==> config.mk <==
export PLATFORM = sky130hd
export DESIGN_NAME = rf_uart_rx
export DESIGN_NICKNAME = d
export VERILOG_FILES = /design/src/rtl/rfrx_pkg.sv /design/src/rtl/rfrx_tick_gen.sv /design/src/rtl/rfrx_shift.sv /design/src/rtl/rfrx_ctrl.sv /design/src/rtl/rf_uart_rx.sv
export SDC_FILE = /design/constraint.sdc
export NUM_CORES = 1
export LEC_CHECK = 0
export BUFFER_PORTS_ARGS = -buffer_cell sky130_fd_sc_hd__buf_4
export CORE_ASPECT_RATIO = 1.25
export CORE_MARGIN = 2
export CORE_UTILIZATION = 25
export DETAILED_ROUTE_END_ITERATION = 7
export MAX_ROUTING_LAYER = met4
export PLACE_DENSITY = 0.4
export REMOVE_ABC_BUFFERS = 1
export SYNTH_ARGS = -nofsm -noshare
export SYNTH_HDL_FRONTEND = slang
export SYNTH_HIERARCHICAL = 1
export SYNTH_SLANG_ARGS = --single-unit
==> constraint.sdc <==
create_clock -name clk -period 1.4 [get_ports clk]
set_input_delay 0.07 -clock clk [delete_from_list [all_inputs] [get_ports clk]]
set_output_delay 0.07 -clock clk [all_outputs]
set_load 0.01 [all_outputs]
==> src/rtl/rfrx_pkg.sv <==
package rfrx_pkg;

  typedef enum logic [2:0] {
    ST_HUNT,
    ST_CONFIRM,
    ST_DATA,
    ST_STOP,
    ST_RECOVER
  } rx_state_e;

  // tick count (from 0) at which the start bit is rechecked
  function automatic int mid_tick(input int ovs);
    return ovs / 2 - 1;
  endfunction

  // tick count (from 0) at which a data or stop bit is taken
  function automatic int end_tick(input int ovs);
    return ovs - 1;
  endfunction

endpackage

==> src/rtl/rfrx_tick_gen.sv <==
module rfrx_tick_gen #(
  parameter int TICK_DIV = 1
) (
  input  logic clk,
  input  logic rst,
  output logic tick
);

  generate
    if (TICK_DIV <= 1) begin : g_every_clock
      assign tick = 1'b1;
    end else begin : g_divider
      localparam int DW = $clog2(TICK_DIV);
      logic [DW-1:0] div_cnt;

      always_ff @(posedge clk) begin
        if (rst) begin
          div_cnt <= '0;
        end else if (div_cnt == DW'(TICK_DIV - 1)) begin
          div_cnt <= '0;
        end else begin
          div_cnt <= div_cnt + 1'b1;
        end
      end

      assign tick = (div_cnt == DW'(TICK_DIV - 1));

      p_tick_single_r3: assert property (@(posedge clk) disable iff (rst)
        tick |=> !tick);
    end
  endgenerate

endmodule

==> src/rtl/rfrx_shift.sv <==
module rfrx_shift #(
  parameter int NBITS = 8
) (
  input  logic             clk,
  input  logic             rst,
  input  logic             shift_en,
  input  logic             bit_in,
  input  logic             load_en,
  output logic [NBITS-1:0] data_out
);

  logic [NBITS-1:0] sr;

  always_ff @(posedge clk) begin
    if (rst) begin
      sr       <= '0;
      data_out <= '0;
    end else begin
      if (shift_en) begin
        sr <= {bit_in, sr[NBITS-1:1]};
      end
      if (load_en) begin
        data_out <= sr;
      end
    end
  end

  p_hold_stable_r2: assert property (@(posedge clk) disable iff (rst)
    !load_en |=> $stable(data_out));

endmodule

==> src/rtl/rfrx_ctrl.sv <==
module rfrx_ctrl
  import rfrx_pkg::*;
#(
  parameter int OVS   = 16,
  parameter int NBITS = 8
) (
  input  logic clk,
  input  logic rst,
  input  logic tick,
  input  logic rxd,
  output logic shift_en,
  output logic load_en,
  output logic frame_ok,
  output logic frame_bad
);

  localparam int CW   = $clog2(OVS);
  localparam int BW   = (NBITS > 1) ? $clog2(NBITS) : 1;
  localparam int MIDT = mid_tick(OVS);
  localparam int ENDT = end_tick(OVS);

  rx_state_e     st;
  logic [CW-1:0] cnt;
  logic [BW-1:0] bidx;

  logic at_mid;
  logic at_end;
  logic stop_sample;

  assign at_mid      = tick && (cnt == CW'(MIDT));
  assign at_end      = tick && (cnt == CW'(ENDT));
  assign shift_en    = (st == ST_DATA) && at_end;
  assign stop_sample = (st == ST_STOP) && at_end;
  assign load_en     = stop_sample && rxd;

  always_ff @(posedge clk) begin
    if (rst) begin
      st        <= ST_HUNT;
      cnt       <= '0;
      bidx      <= '0;
      frame_ok  <= 1'b0;
      frame_bad <= 1'b0;
    end else begin
      frame_ok  <= 1'b0;
      frame_bad <= 1'b0;
      case (st)
        ST_HUNT: begin
          if (tick && !rxd) begin
            st  <= ST_CONFIRM;
            cnt <= '0;
          end
        end
        ST_CONFIRM: begin
          if (at_mid) begin
            cnt  <= '0;
            bidx <= '0;
            st   <= rxd ? ST_HUNT : ST_DATA;
          end else if (tick) begin
            cnt <= cnt + 1'b1;
          end
        end
        ST_DATA: begin
          if (at_end) begin
            cnt <= '0;
            if (bidx == BW'(NBITS - 1)) begin
              st <= ST_STOP;
            end else begin
              bidx <= bidx + 1'b1;
            end
          end else if (tick) begin
            cnt <= cnt + 1'b1;
          end
        end
        ST_STOP: begin
          if (at_end) begin
            cnt <= '0;
            if (rxd) begin
              frame_ok <= 1'b1;
              st       <= ST_HUNT;
            end else begin
              frame_bad <= 1'b1;
              st        <= ST_RECOVER;
            end
          end else if (tick) begin
            cnt <= cnt + 1'b1;
          end
        end
        ST_RECOVER: begin
          if (tick && rxd) begin
            st <= ST_HUNT;
          end
        end
        default: st <= ST_HUNT;
      endcase
    end
  end

  p_one_outcome_r4: assert property (@(posedge clk) disable iff (rst)
    !(frame_ok && frame_bad));

  p_ok_pulse_r3: assert property (@(posedge clk) disable iff (rst)
    frame_ok |=> !frame_ok);

  p_bad_pulse_r4: assert property (@(posedge clk) disable iff (rst)
    frame_bad |=> !frame_bad);

  p_bad_enters_recover_r5: assert property (@(posedge clk) disable iff (rst)
    frame_bad |-> (st == ST_RECOVER));

  p_recover_waits_r5: assert property (@(posedge clk) disable iff (rst)
    (st == ST_RECOVER && !rxd) |=> (st == ST_RECOVER));

  p_resume_hunt_r6: assert property (@(posedge clk) disable iff (rst)
    (st == ST_RECOVER && tick && rxd) |=> (st == ST_HUNT));

  p_confirm_from_hunt_r7: assert property (@(posedge clk) disable iff (rst)
    (st == ST_CONFIRM && $past(st) != ST_CONFIRM) |->
      ($past(st) == ST_HUNT && !$past(rxd)));

endmodule

==> src/rtl/rf_uart_rx.sv <==
module rf_uart_rx #(
  parameter int OVS      = 16,
  parameter int TICK_DIV = 1,
  parameter int NBITS    = 8
) (
  input  logic             clk,
  input  logic             rst,
  input  logic             rx_line,
  output logic [NBITS-1:0] rx_byte,
  output logic             rx_valid,
  output logic             rx_frame_err
);

  logic tick;
  logic shift_en;
  logic load_en;

  rfrx_tick_gen #(.TICK_DIV(TICK_DIV)) i_tick (
    .clk  (clk),
    .rst  (rst),
    .tick (tick)
  );

  rfrx_ctrl #(.OVS(OVS), .NBITS(NBITS)) i_ctrl (
    .clk       (clk),
    .rst       (rst),
    .tick      (tick),
    .rxd       (rx_line),
    .shift_en  (shift_en),
    .load_en   (load_en),
    .frame_ok  (rx_valid),
    .frame_bad (rx_frame_err)
  );

  rfrx_shift #(.NBITS(NBITS)) i_shift (
    .clk      (clk),
    .rst      (rst),
    .shift_en (shift_en),
    .bit_in   (rx_line),
    .load_en  (load_en),
    .data_out (rx_byte)
  );

  p_byte_on_valid_r2: assert property (@(posedge clk) disable iff (rst)
    rx_valid |-> $past(load_en));

endmodule

## Yosys cells after proc, flatten, opt, wreduce, memory -nomap -nowiden

Cells that the tools add are included.

| operators by class | value |
|---|---|
| bitwise operators | 2 |
| add/sub/neg operators | 2 |
| multiplexer cells | 19 |
| eq/ne operators | 14 |
| reductions and logical operators | 11 |

Operators by type and width:

| cell | number |
|---|---|
| 3-bit two-way mux | 10 |
| 3-bit one-hot mux with 5 select lines | 1 |
| 4-bit two-way mux | 3 |
| 4-bit one-hot mux with 3 select lines | 1 |
| 2-bit != test (second input constant) | 4 |
| 3-bit by 2-bit equality test with 1-bit output (second input constant) | 2 |
| 3-bit equality test (second input constant) | 2 |
| 2-bit by 1-bit != test with 1-bit output (second input constant) | 3 |
| 3-bit one-hot mux with 2 select lines | 1 |
| 6-bit AND reduction | 1 |
| 4-bit by 1-bit adder with 4-bit output (second input constant) | 1 |
| 4-bit by 3-bit equality test with 1-bit output (second input constant) | 1 |
| 4-bit equality test (second input constant) | 1 |
| 4-bit AND reduction | 1 |
| 3-bit by 1-bit adder with 3-bit output (second input constant) | 1 |
| 3-bit by 1-bit equality test with 1-bit output (second input constant) | 1 |
| 1-bit logical AND | 3 |
| 3-bit logical NOT | 1 |
| 3-bit nonzero test | 1 |
| 3-bit OR reduction | 1 |
| 1-bit two-way mux | 2 |
| 2-bit two-way mux | 1 |
| 1-bit NOT | 2 |
| 2-bit AND reduction | 1 |
| 2 further kinds | 2 |

| word-level totals | value |
|---|---|
| word-level logic and storage cells | 55 |
| output and inout bits | 10 |
| register bits after elaboration | 28 |

## Depth between registers and ports, before layout

Gate-level depths: netlist of the first run.

| logic depth | value |
|---|---|
| word-level depth | 4 |
| mapped depth | 8 |

## By module

The synthesis of the first run kept the hierarchy.

By module, submodules not included:

| module | times used | sequential area each (µm²) | area an instance (µm²) | cells an instance |
|---|---|---|---|---|
| rfrx_ctrl | 1 | 240.2 | 700.7 | 84 |
| rfrx_shift | 1 | 320.3 | 579.3 | 52 |
| rfrx_tick_gen | 1 | 0.0 | 11.3 | 2 |

## Worst setup path after synthesis of the first run

No wires, ideal clock.

| timing | value |
|---|---|
| kind | register -> register |
| from | register i_ctrl.cnt[0] |
| to | register i_shift.data_out[5] |
| path buffers | 1 |
| clock period less this slack | 1509 ps |
| setup time | 116 ps |
| required time | 1284 ps |
| path slack | -109 ps |
| cell stages (with the launch flop) | 8 |
| data arrival time | 1392 ps |
| cell sequence | dfxtp_1 ha_1 nand4_1 nor2_2 and4_1 buf_6 mux2i_1 nor2_1 |

| on the way | value |
|---|---|
| word-level cells in the longest chain between the ends | 3 |

Ends and longest elaborated chain:

| element | line | source |
|---|---|---|
| start, declared | rfrx_ctrl.sv:23 | `logic [CW-1:0] cnt;` |
| start signal, assigned | rfrx_ctrl.sv:59 | `cnt <= cnt + 1'b1;` |
| start signal, assigned | rfrx_ctrl.sv:71 | `cnt <= cnt + 1'b1;` |
| start signal, assigned | rfrx_ctrl.sv:85 | `cnt <= cnt + 1'b1;` |
| 4-bit equality test | rfrx_ctrl.sv:31 | `assign at_end = tick && (cnt == CW'(ENDT));` |
| 1-bit logical AND | rfrx_ctrl.sv:33 | `assign stop_sample = (st == ST_STOP) && at_end;` |
| 1-bit logical AND | rfrx_ctrl.sv:34 | `assign load_en = stop_sample && rxd;` |
| via load_en | rf_uart_rx.sv:16 | `logic load_en;` |
| end signal, assigned | rfrx_shift.sv:23 | `data_out <= sr;` |
| end, declared | rfrx_shift.sv:9 | `output logic [NBITS-1:0] data_out` |

The timed path passes the listed nets, and every way through them passes these cells.
A chain may end at the register's enable or synchronous reset.

## Worst setup path after layout of the first run

| timing | value |
|---|---|
| from | register i_ctrl.cnt[0] |
| to | register i_shift.data_out[6] |

The elaborated chain is that of the path after synthesis.

==> flow_summary.ini, run 1 <==
[worst_setup_path]
critPathKind = reg -> reg
r2r-start = i_ctrl/cnt[0]
crit_start = i_ctrl/cnt[0]
startpoint_type = flop
end_kind = flop
critPathArrivalTime_ns = 1.67
required_ns = 1.57
path_max_fanout = 5

[timing]
timing.fmax_mhz = 667.9
fin_crit_ns = 1.497
finalSetupViolCount = 17
hold_violations = 0
hold_ws_ns = 0.01894
rsz0062_at_grt = true
fin_skew_ns = 0.005417
fin_ws_ns = -0.09724
finalMaxSlewViolations = 0
timing.final.crit_share_pct = 106.9

[power]
pwr-share-comb_pct = 4.8
power.density_nw_per_um2 = 801.1
power.leakage_nw = 0.6263
netSwitchingPower_mw = 0.2891
pwr-share-clk_pct = 33.4
power.internal_mw = 1.019
switching_share_pct = 22.10
ir_worst_vdd_mv = 0.3890
seqPwrFrac_pct = 61.7

[floorplan]
initial_core_util_pct = 25.60
ios = 13
die-area_um2 = 5759
core_um2 = 5044
die_h_um = 84.35
die_w_um = 68.28
rows = 29

[synth]
synth_xor_area_share_pct = 0
synth_cell_types = 34
synth_common_cells = 28 x dfxtp_1, 23 x nor2_1, 17 x mux2i_1
synth_edf_count = 0
synth-async-reset-ratio_pct = 0
synthMuxAreaShare_pct = 14.05
yosysMostFrequentCell = dfxtp_1
ys_ff_latch = 28
synth_compound_area_share_pct = 8.624
synth_top_cell_area_share_pct = 43.41
syn-cell-area_um2 = 1291
syn_area_per_cell_um2 = 9.357
ys_seq_area_share_pct = 43.41
synth_top_family_by_area = simple AND/OR/NAND/NOR gates
yosys.area_share.simple_pct = 23.16
synthAdderAreaFrac_pct = 2.907
synth_area_leader_cell = dfxtp_1
yosysWarnings = 6
synthFlopType = dfxtp_1
synthTopCellsByArea = dfxtp_1 43%, mux2i_1 13%, nor2_1 6.7%
syn_inst = 138

[clock_tree]
clk_path_buf_depth = 2
cts_inserted_buffers = 3
cts_sinks = 28
cts_hold_buf = 0
cts_max_level = 1
root_buffer = clkbuf_8
path_clk_slew_ns = 0.09
insertion_delay_ns = 0.27
cts_tree = built

[global_routing]
grt_pass1_wl_um = 4733
grt_pass1_vias = 1065
grt_util_all_layers_pct = 10.97
grt_max_degree = 21
antenna_found_initial = 0
grt_remaining_overflow = 0

[detailed_routing]
vias_per_cell = 4.554
drt_iter0_markers = 59
ant_nets = 0
route.detailed.drc = 0
drt_first_pass_iters = 4
routed-via-count = 1020
wirelength_um = 2744
wire_per_inst_um = 12.25

[placement]
gp_congestion = 0.8436
placed_cells = 216
preCtsSetupSlack_ns = -0.2090
portBuffers = 12
hpwlAfterDp_um = 1968

[worst_hold_path]
worstHoldStart = rst
worstHoldPathType = in -> reg

[layout]
area.growth.synth_to_final_pct = 26.45
nNetsFinal = 170
post-route-util_pct = 32.37
drive_gt1_share_pct = 32.10
fillCellCount = 538
antenna_cells = 0
multi_input_area_um2 = 690.7
layoutNonFillerInstCount = 224
regArea_um2 = 568.0

[run_status]
outcome = finished, violations left
failed_checks = setup timing

[run]
drv_cap = 0
-- power by group through the flow --
stage	logic (mW)	clock network (mW)	registers [mW]
final	0.0634	0.437	0.807
after floorplan	0.0301	0	0.823
after detailed placement	0.0604	0	0.824
after CTS	0.0614	0.470	0.807
after global placement	0.0596	0	0.824
after global routing	0.0710	0.508	0.809
-- through the flow --
step,instance area [um2],total power [mW],setup TNS (ns)
floorplan,1201,0.8526,-3.232
global placement,1506,0.8836,-1.833
detailed placement,1506,0.8847,-2.737
CTS,1648,1.338,-2.842
global route,1633,1.388,-2.978
finish,1633,1.308,-1.172
-- worst max-delay path, cell delays in order (launching register included) --
cell and delay (ns):
dfxtp_2 0.37, ha_4 0.14, nand4_1 0.13, nor2_2 0.13
and4_4 0.25, buf_6 0.13, mux2i_1 0.18, nor2_1 0.06
-- layout by cell type (no fill, tap or decap), types with 3 or more instances in the layout --
master    netlist  final
a21oi_1         5      5
buf_4           4     30
clkbuf_8        0      3
dfxtp_1        28     22
dfxtp_2         0      6
ha_4            0      3
mux2i_1        17     17
nand2_1         6      6
nand3_1         6      5
nand4_1         4      4
nor2_1         23     23
nor2b_1         3      3
o21ai_1         0      3
-- flip-flops by register name, indices dropped and copies added (netlist names) --
register and count:
i_shift/sr 8, i_shift/data_out 8, i_ctrl/bidx 3, i_ctrl/cnt 4, i_ctrl/frame_ok 1, i_ctrl/frame_bad 1
i_ctrl/st 3
-- cell families (layout without fill, tap and decap cells) --
logic type,Yosys count,count (layout)
compound gates,17,17
fa+ha+maj,3,3
buf+inv,13,37
flops,28,28
mux,18,18
other cells,1,1
simple gates,58,58
-- path summary, 6_finish.rpt --
path | cells after the start | to | slack, ns
max | 7 | i_shift/data_out[6] | -0.1
min | 2 | i_ctrl/st[2] | 0.02
max reg2reg | 7 | i_shift/data_out[6] | -0.1
min reg2reg | 2 | i_shift/data_out[2] | 0.51
-- layout make-up --
class	count	share of cell area, %
Timing Repair Buffer	32	15.17
Multi-Input combinational cell	97	42.30
Inverter	2	0.4598
Tap cell	62	4.751
Clock buffer	3	2.529
Sequential cell	28	34.79
-- metal layers --
| metal | wire length [um] | global-route usage (%) | share of wire (%) | vias up |
|---|---|---|---|---|
| li1 | - | - | - | 521 |
| met1 | 1174 | 12.51 | 43 | 473 |
| met2 | 1420 | 18.09 | 52 | 17 |
| met3 | 78 | 2.145 | 2.8 | 9 |
| met4 | 70 | 4.909 | 2.6 | 0 |
| met5 | 0 | - | 0 | - |
-- timing repair --
item | CTS | global route
gates cloned | 1 | 0
resized for setup | 15 | 8
pin swaps | 11 | 16
buffers inserted | 5 | 2
setup endpoints to repair | 22 | 24
Note: power is estimated with default switching activity, not from simulation.
==> inputs of run 2 (changes only) <==
--- a/config.mk
+++ b/config.mk
@@ -7,7 +7,6 @@
 export LEC_CHECK = 0
 export BUFFER_PORTS_ARGS = -buffer_cell sky130_fd_sc_hd__buf_4
 export CORE_ASPECT_RATIO = 1.25
-export CORE_MARGIN = 2
 export CORE_UTILIZATION = 25
 export DETAILED_ROUTE_END_ITERATION = 7
 export MAX_ROUTING_LAYER = met4
==> flow_summary.ini, run 2 (same netlist as run 1, synthesis figures left out) <==
[detailed_routing]
ant_nets = 0
drt_iter0_markers = 40
wire_per_inst_um = 12.24
route.detailed.drc = 0
wirelength_um = 2718
routed-via-count = 1036
vias_per_cell = 4.667
drt_first_pass_iters = 4

[power]
pwr-share-comb_pct = 4.7
netSwitchingPower_mw = 0.3094
power.leakage_nw = 0.6465
pwr-share-clk_pct = 42.4
p_total_mw = 1.522
switching_share_pct = 20.33
ir_worst_vdd_mv = 0.5172
power.internal_mw = 1.212
seqPwrFrac_pct = 53.0
power.density_nw_per_um2 = 898.3

[layout]
nNetsFinal = 169
area.growth.synth_to_final_pct = 31.20
post-route-util_pct = 35.04
mostFrequentLayoutCells = 29 x buf_4, 23 x nor2_1, 23 x dfxtp_1, 17 x mux2i_1
final_common_cell = buf_4
fin_area_um2 = 1694
largestRegisters = i_shift/data_out: 8 flops, i_shift/sr: 8 flops, i_ctrl/cnt: 4 flops
fillCellCount = 518
drive_gt1_share_pct = 33.33
antenna_cells = 0

[timing]
rsz0062_at_grt = true
fin_ws_ns = -0.1538
timing.final.crit_share_pct = 111.0
hold_ws_ns = 0.01896
fin_skew_ns = 0.009097
setup_tns_ns = -1.690
finalMaxSlewViolations = 0
hold_violations = 0
finalSetupViolCount = 17
fin_crit_ns = 1.554
timing.fmax_mhz = 643.6

[worst_setup_path]
crit_chain = ha_4 > nand4_1 > nor2_2 > and4_4 > buf_12 > mux2i_1 > nor2_1
end_kind = flop
critPathArrivalTime_ns = 1.72
cp_slowest_cell = dfxtp_2
startpoint_type = flop
cp_top_family = simple AND/OR/NAND/NOR gates
critPathKind = reg -> reg
crit_start = i_ctrl/cnt[0]
path_buf_inv = 1
r2r-start = i_ctrl/cnt[0]
required_ns = 1.57
cpPeakStageDelay_ns = 0.37
path_max_fanout = 5

[run_status]
outcome = finished, violations left
failed_checks = setup timing

[placement]
portBuffers = 12
placed_area_um2 = 1504
hpwlAfterDp_um = 1983
gp_congestion = 0.7541

[global_routing]
grt_pass1_vias = 989
grt_max_degree = 23
grt_util_all_layers_pct = 11.20
grt_remaining_overflow = 0
antenna_found_initial = 0
grt_pass1_wl_um = 4464

[clock_tree]
root_buffer = clkbuf_8
path_clk_slew_ns = 0.10
cts_inserted_buffers = 3
cts_max_level = 1
cts_sinks = 28
insertion_delay_ns = 0.28
cts_tree = built
clk_path_buf_depth = 2

[floorplan]
die_w_um = 66.28
die-area_um2 = 5458
core_um2 = 4835
ios = 13
initial_core_util_pct = 26.71
rows = 28
die_h_um = 82.35

[worst_hold_path]
worstHoldPathType = in -> reg
worstHoldStart = rst

[run]
drv_cap = 0
==> run 2: final cells by class <==
type	count	area, um2	area share [%]
multi-input combinational	97	708.2	41.80
clock inverter	1	30.03	1.773
timing repair buffer	31	265.3	15.66
clock buffer	3	41.29	2.437
tap	60	75.07	4.431
sequential	28	566.8	33.46
inverter	2	7.507	0.4431
==> run 2: path summary, 6_finish.rpt <==
path | end | cells past startpoint | slack (ns)
worst max-delay path | i_shift/data_out[0] | 7 | -0.15
worst min-delay path | i_ctrl/st[0] | 2 | 0.02
worst max register to register | i_shift/data_out[0] | 7 | -0.15
worst min register to register | i_shift/sr[0] | 2 | 0.50
==> run 2: metal layers <==
layer / wire [um] / vias up / GRT usage (%)
li1: - / 527 / -
met1: 1214 / 491 / 12.96
met2: 1403 / 13 / 19.69
met3: 63 / 5 / 1.648
met4: 37 / 0 / 3.830
met5: 0 / - / -
==> run 2: power by group through the flow <==
stage	Sequential (mW)	Combinational (mW)	Clock [mW]
after floorplan	0.823	0.0301	0
after global placement	0.823	0.0635	0
after detailed placement	0.823	0.0651	0
after CTS	0.806	0.0663	0.673
after global routing	0.807	0.0789	0.702
final	0.806	0.0708	0.645
==> run 2: per-stage QoR <==
| stage | setup WS [ns] | instances |
|---|---|---|
| floorplan | -0.2379 | 127 |
| global placement | -0.1654 | 214 |
| detailed placement | -0.2083 | 214 |
| CTS | -0.1750 | 221 |
| global route | -0.2572 | 222 |
| finish | -0.1538 | 222 |
==> run 2: repair_timing <==
| action | 4_1_cts | 5_1_grt |
|---|---|---|
| gates cloned | 1 | 0 |
| pin swaps | 9 | 17 |
| hold buffers | 0 | 0 |
| buffers inserted | 3 | 2 |
| gates resized for setup | 14 | 10 |
| setup endpoints to repair | 22 | 23 |
